==> src/rtl/cps_pkg.sv <==
package cps_pkg;
  localparam int unsigned STAGES = 5;
  typedef logic [2:0] level_t;
  typedef enum logic [1:0] {
    ST_IDLE = 2'd0,
    ST_UP   = 2'd1,
    ST_ON   = 2'd2,
    ST_DOWN = 2'd3
  } seq_state_t;
endpackage

==> src/rtl/cps_step_timer.sv <==
module cps_step_timer #(
  parameter int unsigned TICKS = 16
) (
  input  logic clk,
  input  logic rst,
  input  logic restart,
  output logic step
);
  localparam int unsigned CNT_W = (TICKS > 1) ? $clog2(TICKS) : 1;
  localparam logic [CNT_W-1:0] LAST = CNT_W'(TICKS - 1);

  logic [CNT_W-1:0] cnt_q;

  assign step = (cnt_q == LAST);

  always_ff @(posedge clk) begin
    if (rst || restart) cnt_q <= '0;
    else if (step)      cnt_q <= '0;
    else                cnt_q <= cnt_q + 1'b1;
  end


  cnt_bound_chk: assert property (@(posedge clk) disable iff (rst)
    restart |=> (cnt_q == '0));
endmodule

==> src/rtl/cps_ctrl.sv <==
module cps_ctrl
  import cps_pkg::*;
(
  input  logic       clk,
  input  logic       rst,
  input  logic       start_ok,
  input  logic       abort,
  input  logic       off_req,
  input  logic       step,
  output logic       restart,
  output level_t     lvl_nxt,
  output logic       alarm_q
);
  localparam level_t TOP = level_t'(STAGES);

  seq_state_t st_q, st_n;
  level_t     lvl_q;
  logic       alarm_n;

  always_comb begin
    st_n    = st_q;
    lvl_nxt = lvl_q;
    restart = 1'b0;
    alarm_n = alarm_q;
    unique case (st_q)
      ST_IDLE: begin
        if (start_ok) begin
          lvl_nxt = level_t'(1);
          st_n    = ST_UP;
          restart = 1'b1;
          alarm_n = 1'b0;
        end
      end
      ST_UP, ST_ON: begin
        if (abort || off_req) begin
          if (abort) alarm_n = 1'b1;
          lvl_nxt = lvl_q - 1'b1;
          restart = 1'b1;
          st_n    = (lvl_q == level_t'(1)) ? ST_IDLE : ST_DOWN;
        end else if (st_q == ST_UP && step) begin
          lvl_nxt = lvl_q + 1'b1;
          st_n    = (lvl_q == TOP - 1'b1) ? ST_ON : ST_UP;
        end
      end
      ST_DOWN: begin
        if (step) begin
          lvl_nxt = lvl_q - 1'b1;
          if (lvl_q == level_t'(1)) st_n = ST_IDLE;
        end
      end
      default: st_n = ST_IDLE;
    endcase
  end

  always_ff @(posedge clk) begin
    if (rst) begin
      st_q    <= ST_IDLE;
      lvl_q   <= '0;
      alarm_q <= 1'b0;
    end else begin
      st_q    <= st_n;
      lvl_q   <= lvl_nxt;
      alarm_q <= alarm_n;
    end
  end


  idle_hold_chk: assert property (@(posedge clk) disable iff (rst)
    (st_q == ST_IDLE && !start_ok) |=> (lvl_q == '0));


  abort_response_chk: assert property (@(posedge clk) disable iff (rst)
    ((st_q == ST_UP || st_q == ST_ON) && abort) |=>
      (alarm_q && lvl_q == $past(lvl_q) - 1'b1));


  alarm_cause_chk: assert property (@(posedge clk) disable iff (rst)
    $rose(alarm_q) |-> $past(abort));


  down_monotonic_chk: assert property (@(posedge clk) disable iff (rst)
    (st_q == ST_DOWN) |=> (lvl_q <= $past(lvl_q) && alarm_q == $past(alarm_q)));


  on_full_chk: assert property (@(posedge clk) disable iff (rst)
    (st_q == ST_ON) |-> (lvl_q == TOP));
endmodule

==> src/rtl/cps_stage_out.sv <==
module cps_stage_out
  import cps_pkg::*;
(
  input  logic              clk,
  input  logic              rst,
  input  level_t            lvl_nxt,
  output logic [STAGES-1:0] en_q
);
  for (genvar i = 0; i < STAGES; i++) begin : g_stage
    always_ff @(posedge clk) begin
      if (rst) en_q[i] <= 1'b0;
      else     en_q[i] <= (lvl_nxt > level_t'(i));
    end
  end


  one_step_chk: assert property (@(posedge clk) disable iff (rst)
    $countones(en_q ^ $past(en_q)) <= 1);
endmodule

==> src/rtl/card_power_seq.sv <==
module card_power_seq
  import cps_pkg::*;
#(
  parameter int unsigned STEP_TICKS = 16,
  parameter int unsigned FAULT_W    = 2
) (
  input  logic               clk,
  input  logic               rst,
  input  logic               card_present,
  input  logic               pwr_cmd_n,
  input  logic [FAULT_W-1:0] fault,
  output logic               supply_en,
  output logic               vcc_en,
  output logic               io_en,
  output logic               clk_en,
  output logic               rst_rel,
  output logic               alarm
);
  logic              abort, start_ok, restart, step;
  level_t            lvl_nxt;
  logic [STAGES-1:0] en_q;

  assign abort    = (|fault) || !card_present;
  assign start_ok = !abort && !pwr_cmd_n;

  cps_step_timer #(.TICKS(STEP_TICKS)) u_timer (
    .clk(clk), .rst(rst), .restart(restart), .step(step)
  );

  cps_ctrl u_ctrl (
    .clk(clk), .rst(rst), .start_ok(start_ok), .abort(abort),
    .off_req(pwr_cmd_n), .step(step), .restart(restart),
    .lvl_nxt(lvl_nxt), .alarm_q(alarm)
  );

  cps_stage_out u_out (
    .clk(clk), .rst(rst), .lvl_nxt(lvl_nxt), .en_q(en_q)
  );

  assign supply_en = en_q[0];
  assign vcc_en    = en_q[1];
  assign io_en     = en_q[2];
  assign clk_en    = en_q[3];
  assign rst_rel   = en_q[4];


  alarm_io_chk: assert property (@(posedge clk) disable iff (rst)
    ($rose(alarm)) |-> !rst_rel);
endmodule

==> config.mk <==
export PLATFORM = sky130hd
export DESIGN_NAME = card_power_seq
export DESIGN_NICKNAME = d
export VERILOG_FILES = /design/src/rtl/cps_pkg.sv /design/src/rtl/cps_step_timer.sv /design/src/rtl/cps_ctrl.sv /design/src/rtl/cps_stage_out.sv /design/src/rtl/card_power_seq.sv
export SDC_FILE = /design/constraint.sdc
export NUM_CORES = 1
export LEC_CHECK = 0
export ABC_CLOCK_PERIOD_IN_PS = 1600
export BUFFER_PORTS_ARGS = -buffer_cell sky130_fd_sc_hd__buf_4
export CORE_ASPECT_RATIO = 1.2
export CORE_MARGIN = 10
export CORE_UTILIZATION = 49
export CTS_CLUSTER_DIAMETER = 30
export DETAILED_ROUTE_END_ITERATION = 16
export PLACE_DENSITY_LB_ADDON = 0.2
export RECOVER_POWER = 50
export SKIP_LAST_GASP = 1
export SYNTH_ARGS = -nofsm -noshare
export SYNTH_HDL_FRONTEND = slang
export SYNTH_SLANG_ARGS = --single-unit
==> constraint.sdc <==
create_clock -name clk -period 1.6 [get_ports clk]
set_input_delay 0.08 -clock clk [delete_from_list [all_inputs] [get_ports clk]]
set_output_delay 0.08 -clock clk [all_outputs]
set_load 0.01 [all_outputs]
==> qor.txt <==
Clock slew at reported path FFs = 0.08 ns
CTS Sinks = 15
Post-Syn Area = 941 µm²
CTS Hold Buffers Added = 0
Setup crit end kind = flop
Final #Nets = 145
# port buffers = 11
Post-route DRC = 0
Non-filler cells, final = 149
Drt first pass iters = 4
Initial Util = 0.514
Syn nets = 119
Area Growth Syn to Fin = 27.5%
Core area = 0.00183 mm²
Wire per inst = 14.5 µm
Slew @ Worst Pin = 0.320 ns
Slew Limit Headroom = 0.786
Pin count of the biggest net entering global routing = 11
Clk pwr share = 0.214
Diode count = 0
Net Sw Frac = 0.313
Min Tclk post-route = 1.60 ns
Detailed placer's ending HPWL = 1690 µm
Clock root buffer = clkbuf_4
Clk Latency, worst-skew pair = 0.28 ns
Cell-internal power = 0.000659 W
Max clock buf depth = 2
Total wire length = 2160 µm
Initial antenna violation count = 0
Final Max Slew Viols = 0
Req. time, crit path = 1.76 ns
First-pass GRT wire length = 3530 µm
Min setup slack post-route = -0.00171 ns
GRT Overall Usage = 0.109
Max-cap viol count = 0
Routed Antenna Nets = 0
Via count = 832
DRT iter0 DRCs = 12
Arrival @ worst endpoint = 1.77 ns
GRT overflow = 0
Fin crit share = 1.00
Setup Skew = 0.00107 ns
# fillers = 162
Final Power = 0.000958 W
IO Count = 12
Yosys cell types = 41
Die Y = 68 µm
Rows = 17
Die area = 0.00408 mm²
Commonest non-fill, non-tap cell in the layout = buf_4
Switching Power = 0.000299 W
HP Class = input pin to flop
Power per cell area = 798 mW/mm²
Htree depth = 1
Final hold vios = 0
Crit-path max FO = 5
Cell count after placement = 144
Final Instance Area = 0.00120 mm²
EDFF count, synth = 0
Dpl ws = -0.0635 ns
TritonCTS Buffers = 3
Sequential share of power = 0.459
WS Path Type = flop to flop
Violated checks = negative setup slack
Share of layout cells above drive strength 1 = 0.369
Vias in the first global route = 833
Combinational Power Share = 0.327
Synthesized area per cell = 8.96 µm²
Post-Synthesis Cells = 105
Crit start category = flop
Vias/cell = 5.58
Placed instance area = 0.00112 mm²
Unrepaired setup endpoints after global routing = true
Ys flop type = dfxtp_1
Sequential element share of the synthesized area = 0.319
Leak = 0.474 nW
CTS tree = built
Final setup violation count = 1
Most frequent cells in the layout = buf_4, nor2_1, dfxtp_1
Die extent in x = 60 µm
Number of synthesis warnings = 0
Max frequency = 0.624 GHz
FF+latch count, synth = 15
Outcome = complete, but fails checks
Maximum vdd drop = 0.799 mV
Routability cong. = 0.855
Fraction of registers with async set or reset after synthesis = 0
## cells by family (layout without fill, tap and decap cells)
family / Yosys count / count (layout) / share of synthesized area
AOI/OAI and AO/OA: 23 / 23 / 0.180
DFF: 15 / 15 / 0.319
buffers and inverters: 12 / 37 / 0.0705
adders and majority gates: 8 / 8 / 0.106
xor gates and xnor gates: 3 / 3 / 0.0279
and+or+nand+nor: 44 / 44 / 0.297
## power groups by stage
stage               clock, W  sequential (W)  combinational (W)
finish              0.000205        0.000440           0.000313
global route        0.000229        0.000446           0.000349
CTS                 0.000209        0.000437           0.000314
detailed placement         0        0.000440           0.000298
global placement           0        0.000439           0.000296
floorplan                  0        0.000445           0.000192
## critical path: stages (launching register included)
cell,delay (ns)
dfxtp_2,0.38
inv_2,0.07
ha_4,0.25
and2b_2,0.21
o211ai_1,0.13
nand3_2,0.15
o21bai_4,0.21
o31ai_2,0.09
## cell usage after synthesis, types with 2 or more instances
cell | count | area share
o211ai_1 | 3 | 0.024
ha_1 | 8 | 0.11
nand3_1 | 7 | 0.037
nand4_1 | 3 | 0.020
nor2_1 | 10 | 0.040
nor2b_1 | 2 | 0.013
o21ai_0 | 3 | 0.016
inv_1 | 8 | 0.032
nand2b_1 | 3 | 0.020
nand2_1 | 5 | 0.020
xor2_1 | 2 | 0.019
dfxtp_1 | 15 | 0.32
a21oi_1 | 5 | 0.027
o21ai_2 | 3 | 0.028
nand4b_1 | 2 | 0.019
## repair_timing
item,CTS,global route
buffers inserted,1,0
pin swaps,4,7
gates cloned,0,0
gates resized for setup,8,9
endpoints found under the setup margin,6,7
## area by class of cell
cell class / instances / area [µm²] / area share
clock buffers: 4 / 26.3 / 0.0219
well taps: 19 / 23.8 / 0.0198
multi-input cells: 78 / 646 / 0.538
repair buffers: 25 / 165 / 0.138
inverters: 8 / 32.5 / 0.0271
flip-flops and latches: 15 / 307 / 0.255
## per-stage QoR
stage | TNS (ns) | hold WS (ns) | util
finish | -0.00171 | 0.0404 | 0.656
detailed placement | -0.110 | 0.335 | 0.611
global placement | -0.0181 | 0.333 | 0.611
floorplan | 0 | 0.286 | -
CTS | 0 | 0.0393 | 0.648
global route | -0.544 | 0.0510 | 0.656
## worst paths after layout
kind / startpoint / to / slack [ns] / cells after the start
setup / recovery: u_ctrl.st_q[0] / u_out.en_q[2] / -0.002 / 7
hold / removal: rst / u_ctrl.lvl_q[1] / 0.04 / 2
setup reg to reg: u_ctrl.st_q[0] / u_out.en_q[2] / -0.002 / 7
hold reg to reg: u_ctrl.alarm_q / u_ctrl.alarm_q / 0.53 / 2
## registers in the layout, indices dropped and copies added, names as in the netlist
register	flops
u_ctrl.st_q	2
u_out.en_q	5
u_timer.cnt_q	4
u_ctrl.lvl_q	3
u_ctrl.alarm_q	1
## routing by layer
layer / wire length (µm) / vias up / track usage
li1: - / 423 / -
met3: 123 / 2 / 0.0444
met5: 0 / - / 0
met2: 1120 / 15 / 0.193
met4: 23 / 0 / 0.0253
met1: 892 / 392 / 0.117
Note: power is estimated with default switching activity, not from simulation.
